<file path="src/rtl/wdt_pkg.sv">
package wdt_pkg;
  // Word index of each register (byte address bits [ADDR_W-1:2]).
  typedef enum logic [2:0] {
    REG_LOAD   = 3'd0,
    REG_COUNT  = 3'd1,
    REG_CTRL   = 3'd2,
    REG_EOI    = 3'd3,
    REG_STATUS = 3'd4
  } wdt_reg_e;

  localparam int CTRL_W       = 2;
  localparam int CTRL_RUN_BIT = 0;
  localparam int CTRL_ARM_BIT = 1;
endpackage

</file>
<file path="src/rtl/wdt_regs.sv">
module wdt_regs
  import wdt_pkg::*;
#(
  parameter int DATA_W = 32,
  parameter int ADDR_W = 5
) (
  input  logic              clk,
  input  logic              rst,
  input  logic [ADDR_W-1:0] bus_addr,
  input  logic              bus_wr,
  input  logic              bus_rd,
  input  logic [DATA_W-1:0] bus_wdata,
  output logic [DATA_W-1:0] bus_rdata,
  input  logic [DATA_W-1:0] count_i,
  input  logic              soft_exp_i,
  input  logic              hard_exp_i,
  output logic [DATA_W-1:0] load_o,
  output logic              run_o,
  output logic              arm_o,
  output logic              load_pulse_o,
  output logic              eoi_rd_o,
  output logic              irq_o
);
  localparam int IDX_W = ADDR_W - 2;

  logic [DATA_W-1:0] load_q;
  logic [CTRL_W-1:0] ctrl_q;
  logic              irq_q;
  logic [DATA_W-1:0] rdata_q;
  logic [DATA_W-1:0] rd_mux;
  logic [IDX_W-1:0]  word_idx;
  logic              aligned;
  logic              wr_load, wr_ctrl;

  assign word_idx = bus_addr[ADDR_W-1:2];
  assign aligned  = (bus_addr[1:0] == 2'b00);
  assign wr_load  = bus_wr & aligned & (word_idx == IDX_W'(REG_LOAD));
  assign wr_ctrl  = bus_wr & aligned & (word_idx == IDX_W'(REG_CTRL));
  assign eoi_rd_o = bus_rd & aligned & (word_idx == IDX_W'(REG_EOI));
  assign load_pulse_o = wr_ctrl & bus_wdata[CTRL_RUN_BIT];

  always_comb begin
    rd_mux = '0;
    if (aligned) begin
      case (word_idx)
        IDX_W'(REG_LOAD):   rd_mux = load_q;
        IDX_W'(REG_COUNT):  rd_mux = count_i;
        IDX_W'(REG_CTRL):   rd_mux = DATA_W'(ctrl_q);
        IDX_W'(REG_STATUS): rd_mux = DATA_W'(irq_q);
        default:            rd_mux = '0;
      endcase
    end
  end

  always_ff @(posedge clk) begin
    if (rst) begin
      load_q  <= '0;
      ctrl_q  <= '0;
      irq_q   <= 1'b0;
      rdata_q <= '0;
    end else begin
      if (wr_load) load_q <= bus_wdata;
      // A software write to control wins over the hard-expiry stop.
      if (wr_ctrl)         ctrl_q <= bus_wdata[CTRL_W-1:0];
      else if (hard_exp_i) ctrl_q <= '0;
      // A new expiry wins over a clear in the same cycle.
      if (soft_exp_i)    irq_q <= 1'b1;
      else if (eoi_rd_o) irq_q <= 1'b0;
      if (bus_rd) rdata_q <= rd_mux;
    end
  end

  assign bus_rdata = rdata_q;
  assign load_o    = load_q;
  assign run_o     = ctrl_q[CTRL_RUN_BIT];
  assign arm_o     = ctrl_q[CTRL_ARM_BIT];
  assign irq_o     = irq_q;
endmodule

</file>
<file path="src/rtl/wdt_counter.sv">
module wdt_counter #(
  parameter int CNT_W      = 32,
  parameter int HARD_COUNT = 8
) (
  input  logic             clk,
  input  logic             rst,
  input  logic             load_pulse_i,
  input  logic [CNT_W-1:0] load_val_i,
  input  logic             run_i,
  input  logic             arm_i,
  output logic [CNT_W-1:0] count_o,
  output logic             stage_o,
  output logic             soft_exp_o,
  output logic             hard_exp_o
);
  logic [CNT_W-1:0] count_q;
  logic             stage_q;
  logic             at_zero;
  logic             expire;

  assign at_zero    = (count_q == '0);
  assign expire     = run_i & arm_i & at_zero & ~load_pulse_i;
  assign soft_exp_o = expire & ~stage_q;
  assign hard_exp_o = expire & stage_q;

  always_ff @(posedge clk) begin
    if (rst) begin
      count_q <= '0;
      stage_q <= 1'b0;
    end else if (load_pulse_i) begin
      count_q <= load_val_i;
      stage_q <= 1'b0;
    end else if (run_i) begin
      if (!at_zero) begin
        count_q <= count_q - 1'b1;
      end else if (soft_exp_o) begin
        count_q <= CNT_W'(HARD_COUNT);
        stage_q <= 1'b1;
      end
    end
  end

  assign count_o = count_q;
  assign stage_o = stage_q;
endmodule

</file>
<file path="src/rtl/wdt_rst_pulse.sv">
module wdt_rst_pulse #(
  parameter int PULSE_CYCLES = 16
) (
  input  logic clk,
  input  logic rst,
  input  logic fire_i,
  output logic pulse_o
);
  localparam int CW = $clog2(PULSE_CYCLES + 1);

  logic [CW-1:0] left_q;
  logic          pulse_q;

  always_ff @(posedge clk) begin
    if (rst) begin
      left_q  <= '0;
      pulse_q <= 1'b0;
    end else if (fire_i) begin
      pulse_q <= 1'b1;
      left_q  <= CW'(PULSE_CYCLES - 1);
    end else if (left_q != '0) begin
      left_q <= left_q - 1'b1;
    end else begin
      pulse_q <= 1'b0;
    end
  end

  assign pulse_o = pulse_q;
endmodule

</file>
<file path="src/rtl/wdt_dual_stage.sv">
module wdt_dual_stage #(
  parameter int DATA_W     = 32,
  parameter int ADDR_W     = 5,
  parameter int TIMER_HZ   = 4,
  parameter int MARGIN_S   = 2,
  parameter int RST_CYCLES = 16
) (
  input  logic              clk,
  input  logic              rst,
  input  logic [ADDR_W-1:0] bus_addr,
  input  logic              bus_wr,
  input  logic              bus_rd,
  input  logic [DATA_W-1:0] bus_wdata,
  output logic [DATA_W-1:0] bus_rdata,
  output logic              irq_o,
  output logic              stage_o,
  output logic              sys_rst_o
);
  localparam int HARD_COUNT = MARGIN_S * TIMER_HZ;

  if (MARGIN_S < 1 || MARGIN_S > 160) begin : g_bad_margin
    $error("MARGIN_S must lie between 1 and 160 seconds");
  end

  logic [DATA_W-1:0] load_val;
  logic [DATA_W-1:0] count;
  logic run, arm, load_pulse, eoi_rd;
  logic soft_exp, hard_exp;

  wdt_regs #(.DATA_W(DATA_W), .ADDR_W(ADDR_W)) u_regs (
    .clk(clk), .rst(rst),
    .bus_addr(bus_addr), .bus_wr(bus_wr), .bus_rd(bus_rd),
    .bus_wdata(bus_wdata), .bus_rdata(bus_rdata),
    .count_i(count), .soft_exp_i(soft_exp), .hard_exp_i(hard_exp),
    .load_o(load_val), .run_o(run), .arm_o(arm),
    .load_pulse_o(load_pulse), .eoi_rd_o(eoi_rd), .irq_o(irq_o)
  );

  wdt_counter #(.CNT_W(DATA_W), .HARD_COUNT(HARD_COUNT)) u_cnt (
    .clk(clk), .rst(rst),
    .load_pulse_i(load_pulse), .load_val_i(load_val),
    .run_i(run), .arm_i(arm),
    .count_o(count), .stage_o(stage_o),
    .soft_exp_o(soft_exp), .hard_exp_o(hard_exp)
  );

  wdt_rst_pulse #(.PULSE_CYCLES(RST_CYCLES)) u_rstp (
    .clk(clk), .rst(rst), .fire_i(hard_exp), .pulse_o(sys_rst_o)
  );
endmodule

</file>
<file path="config.mk">
export PLATFORM = sky130hd
export DESIGN_NAME = wdt_dual_stage
export DESIGN_NICKNAME = d
export VERILOG_FILES = /design/src/rtl/wdt_pkg.sv /design/src/rtl/wdt_regs.sv /design/src/rtl/wdt_counter.sv /design/src/rtl/wdt_rst_pulse.sv /design/src/rtl/wdt_dual_stage.sv
export SDC_FILE = /design/constraint.sdc
export NUM_CORES = 1
export LEC_CHECK = 0
export BUFFER_PORTS_ARGS = -buffer_cell sky130_fd_sc_hd__buf_2
export CAP_MARGIN = 20
export CORE_MARGIN = 4
export CORE_UTILIZATION = 50
export CTS_CLUSTER_SIZE = 28
export DETAILED_ROUTE_END_ITERATION = 8
export HOLD_SLACK_MARGIN = 0.12
export PLACE_DENSITY = 0.82
export SYNTH_ARGS = -nofsm -noshare
export SYNTH_HDL_FRONTEND = slang
export SYNTH_HIERARCHICAL = 1
export SYNTH_SLANG_ARGS = --single-unit
</file>
<file path="constraint.sdc">
create_clock -name clk -period 3.8 [get_ports clk]
set_input_delay 0.19 -clock clk [delete_from_list [all_inputs] [get_ports clk]]
set_output_delay 0.19 -clock clk [all_outputs]
set_load 0.05 [all_outputs]
</file>
==> impl_summary.log <==
INFO  metric clk_path_buf_depth = 2
INFO  metric unrepaired_setup_endpoints_after_global_routing = false
INFO  metric cts_setup_buffers = 0
INFO  metric route.met3.wl = about 890 microns
INFO  metric fin_tns_setup = 0 ns
INFO  metric synth_area = 5530 sq um
INFO  metric setup_viol = 0
INFO  metric critPathLaunchType = flop
INFO  metric outcome = finished clean
INFO  metric place_congestion = 0.924
INFO  metric chip_width = roughly 110 microns
INFO  metric cp_data_required_time = 4.07 ns
INFO  metric endpoint_worst_hold = u_regs/bus_rdata[1]
INFO  metric worst_path_class_setup = reg -> reg
INFO  metric critical_path.reg2reg.endpoint = u_regs/ctrl_q[0]
INFO  metric worstHoldPathCells = 4
INFO  metric worst_skew_pair.late_latency = approximately 0.37 ns
INFO  metric multi_input_comb_area = slightly above 3000 sq um
INFO  metric clock.fmax = 342 MHz
INFO  metric hold_start = bus_rd
INFO  metric antenna-diode-count = 0
INFO  metric power_per_cell_area = 328 nW/um^2
INFO  metric global_route_wire_length_before_repair = 26,800 microns
INFO  metric fin_ws = 0.877 ns
INFO  metric grt-ovfl-total = 0
INFO  metric slew-limit-headroom = 25.2%
INFO  metric place.detailed.instances = slightly above 800
INFO  metric cts_buffers = 9
INFO  metric die-area = 12,800 sq um
INFO  metric ant_nets = 0
INFO  metric initial_core_util = 51.0%
INFO  metric r2r.worst_path.cells = 7
INFO  metric tritoncts = built
INFO  metric drt-pass1-iter-count = 5
INFO  metric tightest_slew = 1.12 ns
INFO  metric synthesis.instances = 635
INFO  metric wl_met1 = 6870 microns
INFO  metric setup.reg_to_reg.worst_slack = 0.88 ns
INFO  metric r2r-start = u_cnt/count_o[24]
INFO  metric cts_num_sinks = 106
INFO  metric arrival = between 3 and 4 ns
INFO  metric port_buffers = 75
INFO  metric antenna_found_initial = 0
INFO  metric fillerInstances = 941
INFO  metric layout.area.seq = 2120 sq um
INFO  metric nets = 754
INFO  metric die_y = 113 microns
INFO  metric drv_cap = 0
INFO  metric static-leakage-power = about 0.0024 uW
INFO  metric maxUsedRoutingLayer = met4
INFO  metric clk_pin_slew_worst_paths = around 0.090 ns
INFO  metric syn-num-nets = 679
INFO  metric report.final.slew_viol_count = 0
INFO  metric met2_wl = a little over 8000 microns
INFO  metric htree_levels = 3
INFO  metric globalRouteTotalUtil = roughly a quarter
INFO  metric postSynthAreaPerCell = 8.71 sq um
INFO  metric stdcell_count = around 860
INFO  metric post_drt_wl_per_cell = ~19 microns
INFO  metric first_global_vias = approximately 5,400
INFO  metric worst_clock_skew = ~0.0078 ns
INFO  metric finalCritPeriodShare = 76.9%
INFO  metric endpoint_kind = flop
INFO  metric synthToLayoutAreaGrowth = 15.4%
INFO  metric routed_wl = 16,500 microns
INFO  metric ir_worst_vdd = between 200 and 250 uV
INFO  metric remaining_drc_errors = 0
INFO  metric largest_net_degree_at_the_start_of_global_routing = 44
INFO  metric cell_at_the_root_of_the_clock_tree = sky130_fd_sc_hd__clkbuf_8
INFO  metric std_cell_rows = 38
INFO  metric vias_per_cell = roughly 6.4
INFO  metric layout_min_cycle_time = 2.92 ns
INFO  metric final_layout_size_suffix_gt1_share = 22.1%
INFO  metric holdCritPathClass = in -> reg
INFO  metric pin_count = 76
INFO  metric final-hold-violation-count = 0
INFO  metric dpl.hpwl = 10,800 microns
INFO  metric detail_route.iter0.violations = 494
INFO  metric critical_path.max_fanout = 15
INFO  metric routed-via-count = 5,471
INFO  metric pre_cts_slack = 1.01 ns
INFO  metric synthesis_warning_total = 6
INFO  metric final_core_utilization = roughly three fifths
INFO  metric floorplan.core_area = 10,800 sq um
-- sequential cells by signal (all words and copies together), names as in the netlist --
signal,count
u_regs/ctrl_q,2
u_rstp/left_q,5
u_cnt/stage_o,1
u_regs/bus_rdata,32
u_rstp/pulse_o,1
u_regs/irq_o,1
u_regs/load_o,32
u_cnt/count_o,32
-- stage by stage --
step	power (uW)	hold WS [ns]	area [sq um]
3_5_place_dp	1450	0.451	5890
2_1_floorplan	1380	0.259	5530
5_1_grt	2170	0.146	6380
3_3_place_gp	1430	0.445	5870
4_1_cts	2090	0.121	6380
6_report	2090	0.154	6380
-- placed cells by master, fill, tap and decap left out, drive strengths merged, types with 31 or more instances in the layout --
cell type    instances
a21oi               48
a32oi               36
buf                 85
dfxtp              106
dlygate4sd3         32
mux2                31
nand2               32
nand3               47
nor2                57
o21ai               47
-- final cells by class --
cell class,count,share of cell area (%)
multi-input cells,460,48.2
flip-flops and latches,106,33.3
repair buffers,117,12.2
well taps,140,2.75
clock buffers,10,2.00
inverters,16,0.941
clock inverters,6,0.686
-- what timing repair did --
item,4_1_cts,5_1_grt
setup endpoints to repair,0,0
hold endpoints to repair,33,0
gates resized for setup,0,0
hold buffers,32,0
-- where the power goes --
group / leakage, uW / internal [uW] / switching, uW
Combinational: 0.00145 / 129 / 165
Clock: 0.0000745 / 239 / 394
Sequential: 0.000855 / 1140 / 28.4
-- metal layers --
metal / global-route usage (%) / vias to the layer above
met4: 14.3 / 0
met1: 31.2 / 2659
met3: 3.85 / 50
met5: 0 / -
li1: - / 2554
met2: 43.0 / 208
-- how the worst max path moves through the flow --
stage	startpoint	endpoint	slack [ns]	depth (start not counted)
final	u_cnt/count_o[24]	u_regs/ctrl_q[0]	0.88	7
after global placement	bus_addr[2]	u_regs/ctrl_q[0]	1.05	8
after detailed placement	u_cnt/count_o[24]	u_regs/ctrl_q[0]	1.01	7
after floorplan	u_cnt/count_o[12]	u_regs/ctrl_q[0]	1.34	10
after CTS	u_cnt/count_o[24]	u_regs/ctrl_q[0]	0.96	7
after global routing	u_cnt/count_o[24]	u_rstp/left_q[3]	0.55	6
-- worst max-delay path, stage by stage (launching register included) --
cell,delay [ns]
sky130_fd_sc_hd__dfxtp_1,0.40
sky130_fd_sc_hd__nor4_4,0.45
sky130_fd_sc_hd__and3_1,0.60
sky130_fd_sc_hd__nand3_4,0.28
sky130_fd_sc_hd__nor4b_2,0.64
sky130_fd_sc_hd__nand2b_1,0.19
sky130_fd_sc_hd__a21oi_1,0.05
sky130_fd_sc_hd__o21ba_2,0.21
Power figures use the tool's default switching activity.
